File: src/rtl/pnic_pkg.sv
package pnic_pkg;

   typedef enum logic [1:0] {
      SPACE_LINE = 2'd0,
      SPACE_PRIO = 2'd1,
      SPACE_GLOB = 2'd2,
      SPACE_NONE = 2'd3
   } space_e;

   // control write bits
   localparam int CTL_EN_SET = 0;
   localparam int CTL_EN_CLR = 1;
   localparam int CTL_PD_SET = 2;
   localparam int CTL_PD_CLR = 3;

   // global selectors
   localparam int GLB_GROUP = 0;
   localparam int GLB_BASE  = 1;
   localparam int GLB_GDIS  = 2;
   localparam int GLB_NMI   = 3;

   localparam int BYTE_W = 8;

   function automatic int idx_width(input int n);
      return ($clog2(n) < 2) ? 2 : $clog2(n);
   endfunction

endpackage

File: src/rtl/pnic_line_bank.sv
module pnic_line_bank
   import pnic_pkg::*;
#(
   parameter int N_LINES = 8,
   parameter int PRI_W   = 3
) (
   input  logic                            clk,
   input  logic                            rst_n,
   input  logic [N_LINES-1:0]              irq_in,
   input  logic [N_LINES-1:0]              wr_ctl,
   input  logic [N_LINES-1:0]              wr_pri,
   input  logic [3:0]                      ctl_bits,
   input  logic [PRI_W-1:0]                pri_bits,
   input  logic [N_LINES-1:0]              ack_line,
   input  logic [N_LINES-1:0]              done_line,
   output logic [N_LINES-1:0]              en,
   output logic [N_LINES-1:0]              pend,
   output logic [N_LINES-1:0]              act,
   output logic [N_LINES-1:0][PRI_W-1:0]   prio
);

   for (genvar i = 0; i < N_LINES; i++) begin : g_line
      logic             en_r, pend_r, act_r;
      logic [PRI_W-1:0] prio_r;
      logic             set_en, clr_en, set_pd, clr_pd;

      assign set_en = wr_ctl[i] & ctl_bits[CTL_EN_SET];
      assign clr_en = wr_ctl[i] & ctl_bits[CTL_EN_CLR];
      assign set_pd = wr_ctl[i] & ctl_bits[CTL_PD_SET];
      assign clr_pd = wr_ctl[i] & ctl_bits[CTL_PD_CLR];

      always_ff @(posedge clk or negedge rst_n) begin
         if (!rst_n) begin
            en_r   <= 1'b0;
            pend_r <= 1'b0;
            act_r  <= 1'b0;
            prio_r <= '0;
         end else begin
            en_r   <= (en_r | set_en) & ~clr_en;
            pend_r <= (pend_r & ~ack_line[i] & ~clr_pd) | irq_in[i] | set_pd;
            act_r  <= (act_r & ~done_line[i]) | ack_line[i];
            if (wr_pri[i]) prio_r <= pri_bits;
         end
      end

      assign en[i]   = en_r;
      assign pend[i] = pend_r;
      assign act[i]  = act_r;
      assign prio[i] = prio_r;

      AST_PEND_CLR_ON_ACK: assert property (@(posedge clk) disable iff (!rst_n)
         ack_line[i] && !irq_in[i] && !set_pd |=> !pend_r);
      AST_ACT_SET_ON_ACK: assert property (@(posedge clk) disable iff (!rst_n)
         ack_line[i] |=> act_r);
      AST_ACT_CLR_ON_DONE: assert property (@(posedge clk) disable iff (!rst_n)
         done_line[i] && !ack_line[i] |=> !act_r);
   end

endmodule

File: src/rtl/pnic_arbiter.sv
module pnic_arbiter
   import pnic_pkg::*;
#(
   parameter int N_LINES = 8,
   parameter int PRI_W   = 3,
   localparam int IDX_W  = idx_width(N_LINES)
) (
   input  logic [N_LINES-1:0]              cand,
   input  logic [N_LINES-1:0][PRI_W-1:0]   prio,
   input  logic [N_LINES-1:0]              act,
   input  logic [2:0]                      grp,
   input  logic [PRI_W-1:0]                base,
   input  logic                            blocked,
   output logic [N_LINES-1:0]              allow,
   output logic                            win_found,
   output logic [IDX_W-1:0]                win_idx
);

   logic [PRI_W-1:0]   gmask;
   logic               run_found;
   logic [PRI_W-1:0]   run_prio;
   logic [N_LINES-1:0] elig;

   // preemption part: top min(grp, PRI_W) bits of the priority
   always_comb begin : p_gmask
      int gb;
      gb = (int'(grp) > PRI_W) ? PRI_W : int'(grp);
      for (int j = 0; j < PRI_W; j++) gmask[j] = (j >= PRI_W - gb);
   end

   // running priority: most urgent active line
   always_comb begin
      run_found = 1'b0;
      run_prio  = '1;
      for (int i = 0; i < N_LINES; i++) begin
         if (act[i] && (!run_found || prio[i] < run_prio)) begin
            run_found = 1'b1;
            run_prio  = prio[i];
         end
      end
   end

   for (genvar i = 0; i < N_LINES; i++) begin : g_elig
      assign allow[i] = (base == '0) || (prio[i] < base);
      assign elig[i]  = cand[i] & allow[i] & ~blocked &
                        (~run_found | ((prio[i] & gmask) < (run_prio & gmask)));
   end

   // strict compare keeps the lowest index on equal priority
   always_comb begin : p_pick
      logic [PRI_W-1:0] best;
      best      = '1;
      win_found = 1'b0;
      win_idx   = '0;
      for (int i = 0; i < N_LINES; i++) begin
         if (elig[i] && (!win_found || prio[i] < best)) begin
            win_found = 1'b1;
            best      = prio[i];
            win_idx   = IDX_W'(i);
         end
      end
   end

endmodule

File: src/rtl/pnic_top.sv
module pnic_top
   import pnic_pkg::*;
#(
   parameter int N_LINES = 8,
   parameter int PRI_W   = 3,
   localparam int IDX_W  = idx_width(N_LINES),
   localparam int ADDR_W = IDX_W + 2
) (
   input  logic               clk,
   input  logic               rst_n,
   input  logic [N_LINES-1:0] irq_in,
   input  logic               nmi_in,
   input  logic               reg_we,
   input  logic [ADDR_W-1:0]  reg_addr,
   input  logic [7:0]         reg_wdata,
   output logic [7:0]         reg_rdata,
   output logic               req_valid,
   output logic               req_nmi,
   output logic [IDX_W-1:0]   req_idx,
   input  logic               ack_in,
   input  logic               done_in,
   input  logic               done_nmi,
   input  logic [IDX_W-1:0]   done_idx
);

   if (N_LINES < 2 || N_LINES > 256) begin : g_bad_lines
      $fatal(1, "pnic_top: N_LINES must be 2..256");
   end
   if (PRI_W < 1 || PRI_W > BYTE_W) begin : g_bad_pri
      $fatal(1, "pnic_top: PRI_W must be 1..8");
   end

   space_e           space;
   logic [IDX_W-1:0] sel;
   logic             unused_wdata;

   assign space        = space_e'(reg_addr[ADDR_W-1 -: 2]);
   assign sel          = reg_addr[IDX_W-1:0];
   assign unused_wdata = ^reg_wdata;

   logic [N_LINES-1:0] wr_ctl, wr_pri, ack_line, done_line;
   logic               ack_nmi, wr_glb;

   assign wr_glb  = reg_we && (space == SPACE_GLOB);
   assign ack_nmi = ack_in && req_valid && req_nmi;

   always_comb begin
      for (int i = 0; i < N_LINES; i++) begin
         wr_ctl[i]    = reg_we && (space == SPACE_LINE) && (sel == IDX_W'(i));
         wr_pri[i]    = reg_we && (space == SPACE_PRIO) && (sel == IDX_W'(i));
         ack_line[i]  = ack_in && req_valid && !req_nmi && (req_idx == IDX_W'(i));
         done_line[i] = done_in && !done_nmi && (done_idx == IDX_W'(i));
      end
   end

   // global controls
   logic [2:0]       grp_q;
   logic [PRI_W-1:0] base_q;
   logic             gdis_q, nmi_pend_q, nmi_act_q;

   always_ff @(posedge clk or negedge rst_n) begin
      if (!rst_n) begin
         grp_q      <= '0;
         base_q     <= '0;
         gdis_q     <= 1'b0;
         nmi_pend_q <= 1'b0;
         nmi_act_q  <= 1'b0;
      end else begin
         if (wr_glb && sel == IDX_W'(GLB_GROUP)) grp_q  <= reg_wdata[2:0];
         if (wr_glb && sel == IDX_W'(GLB_BASE))  base_q <= reg_wdata[PRI_W-1:0];
         if (wr_glb && sel == IDX_W'(GLB_GDIS))  gdis_q <= reg_wdata[0];
         nmi_pend_q <= (nmi_pend_q & ~ack_nmi) | nmi_in |
                       (wr_glb && sel == IDX_W'(GLB_NMI) && reg_wdata[0]);
         nmi_act_q  <= (nmi_act_q & ~(done_in & done_nmi)) | ack_nmi;
      end
   end

   logic [N_LINES-1:0]            en_v, pend_v, act_v, allow_v;
   logic [N_LINES-1:0][PRI_W-1:0] prio_v;
   logic                          win_found;
   logic [IDX_W-1:0]              win_idx;

   pnic_line_bank #(.N_LINES(N_LINES), .PRI_W(PRI_W)) u_bank (
      .clk       (clk),
      .rst_n     (rst_n),
      .irq_in    (irq_in),
      .wr_ctl    (wr_ctl),
      .wr_pri    (wr_pri),
      .ctl_bits  (reg_wdata[3:0]),
      .pri_bits  (reg_wdata[BYTE_W-1 -: PRI_W]),
      .ack_line  (ack_line),
      .done_line (done_line),
      .en        (en_v),
      .pend      (pend_v),
      .act       (act_v),
      .prio      (prio_v)
   );

   pnic_arbiter #(.N_LINES(N_LINES), .PRI_W(PRI_W)) u_arb (
      .cand      (pend_v & en_v & ~act_v),
      .prio      (prio_v),
      .act       (act_v),
      .grp       (grp_q),
      .base      (base_q),
      .blocked   (nmi_act_q),
      .allow     (allow_v),
      .win_found (win_found),
      .win_idx   (win_idx)
   );

   // registered request; an acknowledge forces one idle cycle
   logic             nx_v, nx_nmi;
   logic [IDX_W-1:0] nx_idx;

   always_comb begin
      nx_v   = 1'b0;
      nx_nmi = 1'b0;
      nx_idx = '0;
      if (!ack_in) begin
         if (nmi_pend_q && !nmi_act_q) begin
            nx_v   = 1'b1;
            nx_nmi = 1'b1;
         end else if (win_found && !gdis_q) begin
            nx_v   = 1'b1;
            nx_idx = win_idx;
         end
      end
   end

   always_ff @(posedge clk or negedge rst_n) begin
      if (!rst_n) begin
         req_valid <= 1'b0;
         req_nmi   <= 1'b0;
         req_idx   <= '0;
      end else begin
         req_valid <= nx_v;
         req_nmi   <= nx_nmi;
         req_idx   <= nx_idx;
      end
   end

   // register read
   always_comb begin
      reg_rdata = '0;
      case (space)
         SPACE_LINE: begin
            for (int i = 0; i < N_LINES; i++)
               if (sel == IDX_W'(i)) reg_rdata[2:0] = {act_v[i], pend_v[i], en_v[i]};
         end
         SPACE_PRIO: begin
            for (int i = 0; i < N_LINES; i++)
               if (sel == IDX_W'(i)) reg_rdata[BYTE_W-1 -: PRI_W] = prio_v[i];
         end
         SPACE_GLOB: begin
            if (sel == IDX_W'(GLB_GROUP)) reg_rdata[2:0]       = grp_q;
            if (sel == IDX_W'(GLB_BASE))  reg_rdata[PRI_W-1:0] = base_q;
            if (sel == IDX_W'(GLB_GDIS))  reg_rdata[0]         = gdis_q;
            if (sel == IDX_W'(GLB_NMI))   reg_rdata[1:0]       = {nmi_act_q, nmi_pend_q};
         end
         default: reg_rdata = '0;
      endcase
   end

   // one-cycle-delayed views for request checks
   logic [N_LINES-1:0] chk_ready_d, chk_allow_d;
   always_ff @(posedge clk or negedge rst_n) begin
      if (!rst_n) begin
         chk_ready_d <= '0;
         chk_allow_d <= '0;
      end else begin
         chk_ready_d <= pend_v & en_v;
         chk_allow_d <= allow_v;
      end
   end

   AST_ACK_NEEDS_REQ: assert property (@(posedge clk) disable iff (!rst_n)
      ack_in |-> req_valid);
   AST_REQ_DROPS_ON_ACK: assert property (@(posedge clk) disable iff (!rst_n)
      ack_in |=> !req_valid);
   AST_REQ_LINE_READY: assert property (@(posedge clk) disable iff (!rst_n)
      req_valid && !req_nmi |-> chk_ready_d[req_idx]);
   AST_REQ_UNDER_BASE: assert property (@(posedge clk) disable iff (!rst_n)
      req_valid && !req_nmi |-> chk_allow_d[req_idx]);
   AST_GDIS_BLOCKS: assert property (@(posedge clk) disable iff (!rst_n)
      $past(gdis_q) |-> !(req_valid && !req_nmi));
   AST_NMI_TAKEN: assert property (@(posedge clk) disable iff (!rst_n)
      nmi_pend_q && !nmi_act_q && !ack_in |=> req_valid && req_nmi);
   AST_NMI_STICKY: assert property (@(posedge clk) disable iff (!rst_n)
      nmi_pend_q && !ack_nmi |=> nmi_pend_q);
   AST_NMI_EXCLUSIVE: assert property (@(posedge clk) disable iff (!rst_n)
      $past(nmi_act_q) |-> !(req_valid && !req_nmi));

endmodule

File: config.mk
export PLATFORM = sky130hd
export DESIGN_NAME = pnic_top
export DESIGN_NICKNAME = d
export VERILOG_FILES = /design/src/rtl/pnic_pkg.sv /design/src/rtl/pnic_line_bank.sv /design/src/rtl/pnic_arbiter.sv /design/src/rtl/pnic_top.sv
export SDC_FILE = /design/constraint.sdc
export NUM_CORES = 1
export LEC_CHECK = 0
export ABC_AREA = 0
export BUFFER_PORTS_ARGS = -buffer_cell sky130_fd_sc_hd__buf_4
export CORE_MARGIN = 3
export CORE_UTILIZATION = 34
export CTS_BUF_LIST = sky130_fd_sc_hd__clkbuf_8
export CTS_CLUSTER_SIZE = 30
export DETAILED_ROUTE_END_ITERATION = 8
export PLACE_DENSITY = 0.57
export SYNTH_ARGS = -nofsm -noshare
export SYNTH_HDL_FRONTEND = slang
export SYNTH_HIERARCHICAL = 1
export SYNTH_SLANG_ARGS = --single-unit
File: constraint.sdc
create_clock -name clk -period 53.4 [get_ports clk]
set_input_delay 5.34 -clock clk [delete_from_list [all_inputs] [get_ports clk]]
set_output_delay 5.34 -clock clk [all_outputs]
set_load 0.1 [all_outputs]
==> flow_metrics.py <==
metrics = {
    "critical_path": {
        "crit_slowest_cell": "dfrtp_1",
        "cp.arrival_ns": 20.17,
        "rr_endpoint": "req_idx[0]",
        "crit_path_end_kind": "flop",
        "r2r_cells": 94,
        "critPathMaxStageDelay_ns": 0.57,
        "crit_type": "flop to flop",
        "cp_top_family": "compound AO/OA/AOI/OAI gates",
        "path_depth": 94,
        "cp_max_fo": 15,
        "cp-endpoint": "req_idx[0]",
        "startpoint_type": "flop",
        "r2r_slack_ns": 33.53,
        "path_buf_inv": 9,
        "r2r_start": "u_bank/g_line[0].act_r",
        "cpMostUsedCell": "ha_1",
        "crit_start": "u_bank/g_line[0].act_r",
        "cp.required_ns": 53.69,
    },
    "floorplan": {
        "fp.dieArea_mm2": 0.0209,
        "pin_count": 44,
        "start_util_pct": 34.7,
        "num_rows": 50,
        "die_height_um": 145,
        "core_mm2": 0.0188,
        "die_w_um": 145,
    },
    "finish": {
        "mostFrequentLayoutCell": "nor2_1",
        "final_cell_mix": "nor2_1 (63), dfrtp_1 (62), a21oi_1 (57), nand2_1 (56), ha_1 (50)",
        "drive_above_1_share_pct": 15.3,
        "nets": 854,
        "diodes": 0,
        "area_growth_pct": 8.53,
        "fillers": 1983,
    },
    "placement": {
        "pre_cts_slack_ns": 33.88,
        "portBuffers": 40,
        "gp_congestion": 0.899,
        "place_hpwl_mm": 15.2,
    },
    "cts": {
        "clk-insertion-delay-late_ns": 0.36,
        "post_cts_resized": 0,
        "cts.path.max_buffers": 2,
        "cts.htree.levels": 3,
        "holdBufCountCts": 0,
        "post_cts_buffers": 0,
        "cts.sink_count": 62,
        "cts-root-buf": "clkbuf_8",
        "cts_tree": "done",
        "clk_pin_slew_ns": 0.07,
        "cts_buffers": 9,
    },
    "detailed_routing": {
        "drt-initial-drc-count": 372,
        "wirelength_mm": 19.6,
        "wl_per_cell_um": 18.9,
        "via_count": 5902,
        "drt-vias-per-instance": 5.69,
        "first_pass_iters": 5,
        "drtAntennaViolNets": 0,
        "drc": 0,
    },
    "sta": {
        "finClkSkew_ns": 0.00921,
        "worst_pin_slew_ns": 0.782,
        "setup_violations": 0,
        "max_slew_margin_pct": 47.9,
        "rsz0062_at_grt": "no",
        "period_share_pct": 37.2,
        "drv_slew": 0,
        "hold_violations": 0,
        "max_freq_ghz": 0.0503,
        "timing.final.ws_setup_ns": 33.53,
        "fin_crit_ns": 19.87,
        "fin_tns_setup_ns": 0,
    },
    "synth": {
        "netlist_instances": 765,
        "synth-edff-count": 0,
        "synthArstFlopShare_pct": 100,
        "syn-cell-area_mm2": 0.00654,
        "synth_cell_types": 89,
        "synth-seq-area-share_pct": 23.7,
        "syn_avg_cell_area_um2": 8.55,
        "ys.flop_type": "dfrtp_1",
        "yosysWarnings": 6,
        "synth_seq_cells": 62,
    },
    "power": {
        "ir_drop_mv": 0.0235,
        "cellPowerDensity_mw_per_mm2": 46.9,
        "power.leakage_nw": 3.05,
    },
    "global_route": {
        "antenna_found_initial": 1,
        "grt_max_degree": 63,
        "grt_usage_pct": 19.1,
        "globalRouteOverflowTotal": 0,
        "grt_first_pass_wirelength_mm": 31.6,
        "grt_pass1_vias": 5705,
    },
    "worst_hold_path": {
        "hold_class": "flop to flop",
    },
    "outcome": {
        "status": "complete, no violations",
    },
    "job": {
        "cap_violations": 0,
    },
}
flip-flops by register name (all words and copies together), names as in the netlist:
signal                cells
base_q                    3
gdis_q                    1
grp_q                     3
nmi_act_q                 1
nmi_pend_q                1
req_idx                   3
req_nmi                   1
req_valid                 1
u_bank/g_line.act_r       8
u_bank/g_line.en_r        8
u_bank/g_line.pend_r      8
u_bank/g_line.prio_r     24
power breakdown:
part	internal, mW	leakage [nW]	switching, mW
clock	0.0284	0.113	0.0184
sequential	0.0554	0.765	0.0209
combinational	0.0851	2.17	0.124
total	0.169	3.05	0.164
how the worst min path moves through the flow:
stage                                 from                     end  cells after the start
detailed placement                  gdis_q                  gdis_q                      1
global route                        gdis_q                  gdis_q                      1
finish                              gdis_q                  gdis_q                      1
global placement     u_bank/g_line[4].en_r   u_bank/g_line[4].en_r                      2
floorplan           u_bank/g_line[2].act_r  u_bank/g_line[2].act_r                      1
CTS                                 gdis_q                  gdis_q                      1
per-stage QoR:
stage / utilization, % / hold WS, ns / power (mW) / instances / area [um^2]
global route: 37.7 / 0.581 / 0.361 / 1037 / 7100
detailed placement: 36.5 / 0.535 / 0.282 / 1022 / 6880
finish: 37.7 / 0.549 / 0.333 / 1037 / 7100
CTS: 37.7 / 0.554 / 0.331 / 1037 / 7100
floorplan: - / 0.451 / 0.230 / 766 / 6550
global placement: 36.5 / 0.526 / 0.281 / 1022 / 6880
metal layers:
| metal | vias to the layer above | share of wire [%] | global-route usage [%] | wire length, um |
|---|---|---|---|---|
| met5 | - | 0.036 | 0 | 7 |
| met4 | 2 | 2.0 | 5.79 | 395 |
| met3 | 30 | 4.0 | 2.46 | 780 |
| met2 | 149 | 47 | 30.8 | 9160 |
| met1 | 2872 | 47 | 26.9 | 9270 |
| li1 | 2849 | - | - | - |
cells in the mapped netlist (5+ instances only):
library cell,instances,area share [%]
nand4_1,5,0.48
a31oi_1,5,0.48
nor2b_1,31,3.0
dfrtp_1,62,24
nor3_1,23,1.8
ha_1,50,9.6
nand2_1,56,3.2
a21boi_0,8,0.92
mux2_2,36,6.2
a221o_1,9,1.4
mux4_1,5,2.0
o21ai_0,36,2.8
a21o_1,15,1.7
nor2_1,63,3.6
o21a_1,15,1.7
a211oi_1,6,0.69
o22ai_1,8,0.76
inv_1,40,2.3
o31a_1,5,0.67
buf_4,28,3.2
nor3b_1,6,0.69
and2_1,12,1.1
nand3_1,12,0.92
nand2b_1,23,2.2
a21oi_1,57,4.4
and3b_1,9,1.2
o211ai_1,9,1.0
buf_2,10,0.76
and3_1,5,0.48
clkbuf_1,6,0.34
mux2i_1,12,1.8
nand3b_1,5,0.57
area by class of cell:
| cell class | instances | area [um^2] | area share [%] |
|---|---|---|---|
| clock buffer | 11 | 151 | 2.13 |
| timing repair buffer | 43 | 323 | 4.55 |
| sequential | 62 | 1550 | 21.9 |
| tap | 260 | 325 | 4.58 |
| multi-input combinational | 617 | 4530 | 63.8 |
| clock inverter | 4 | 71.3 | 1.00 |
| inverter | 40 | 150 | 2.11 |
logic make-up (layout without fill, tap and decap cells):
kind of cell / after synthesis / count (layout) / synth area share (%)
AND/OR/NAND/NOR: 274 / 274 / 22.2
AO/OA/AOI/OAI: 229 / 229 / 25.3
buffers and inverters: 87 / 98 / 7.13
flip-flops: 62 / 62 / 23.7
multiplexers: 60 / 60 / 11.7
adder cells (fa/ha/maj): 52 / 52 / 9.87
other: 1 / 2 / 0.0573
worst register-to-register path: cells and delay by family, from the launching register on:
kind | cells | cell delay [ns]
flip-flops | 1 | 0.57
adder cells (fa/ha/maj) | 14 | 3.76
multiplexers | 8 | 2.23
AO/OA/AOI/OAI | 39 | 8.10
buffers and inverters | 9 | 0.79
AND/OR/NAND/NOR | 24 | 4.40
Note: power is estimated with default switching activity, not from simulation.
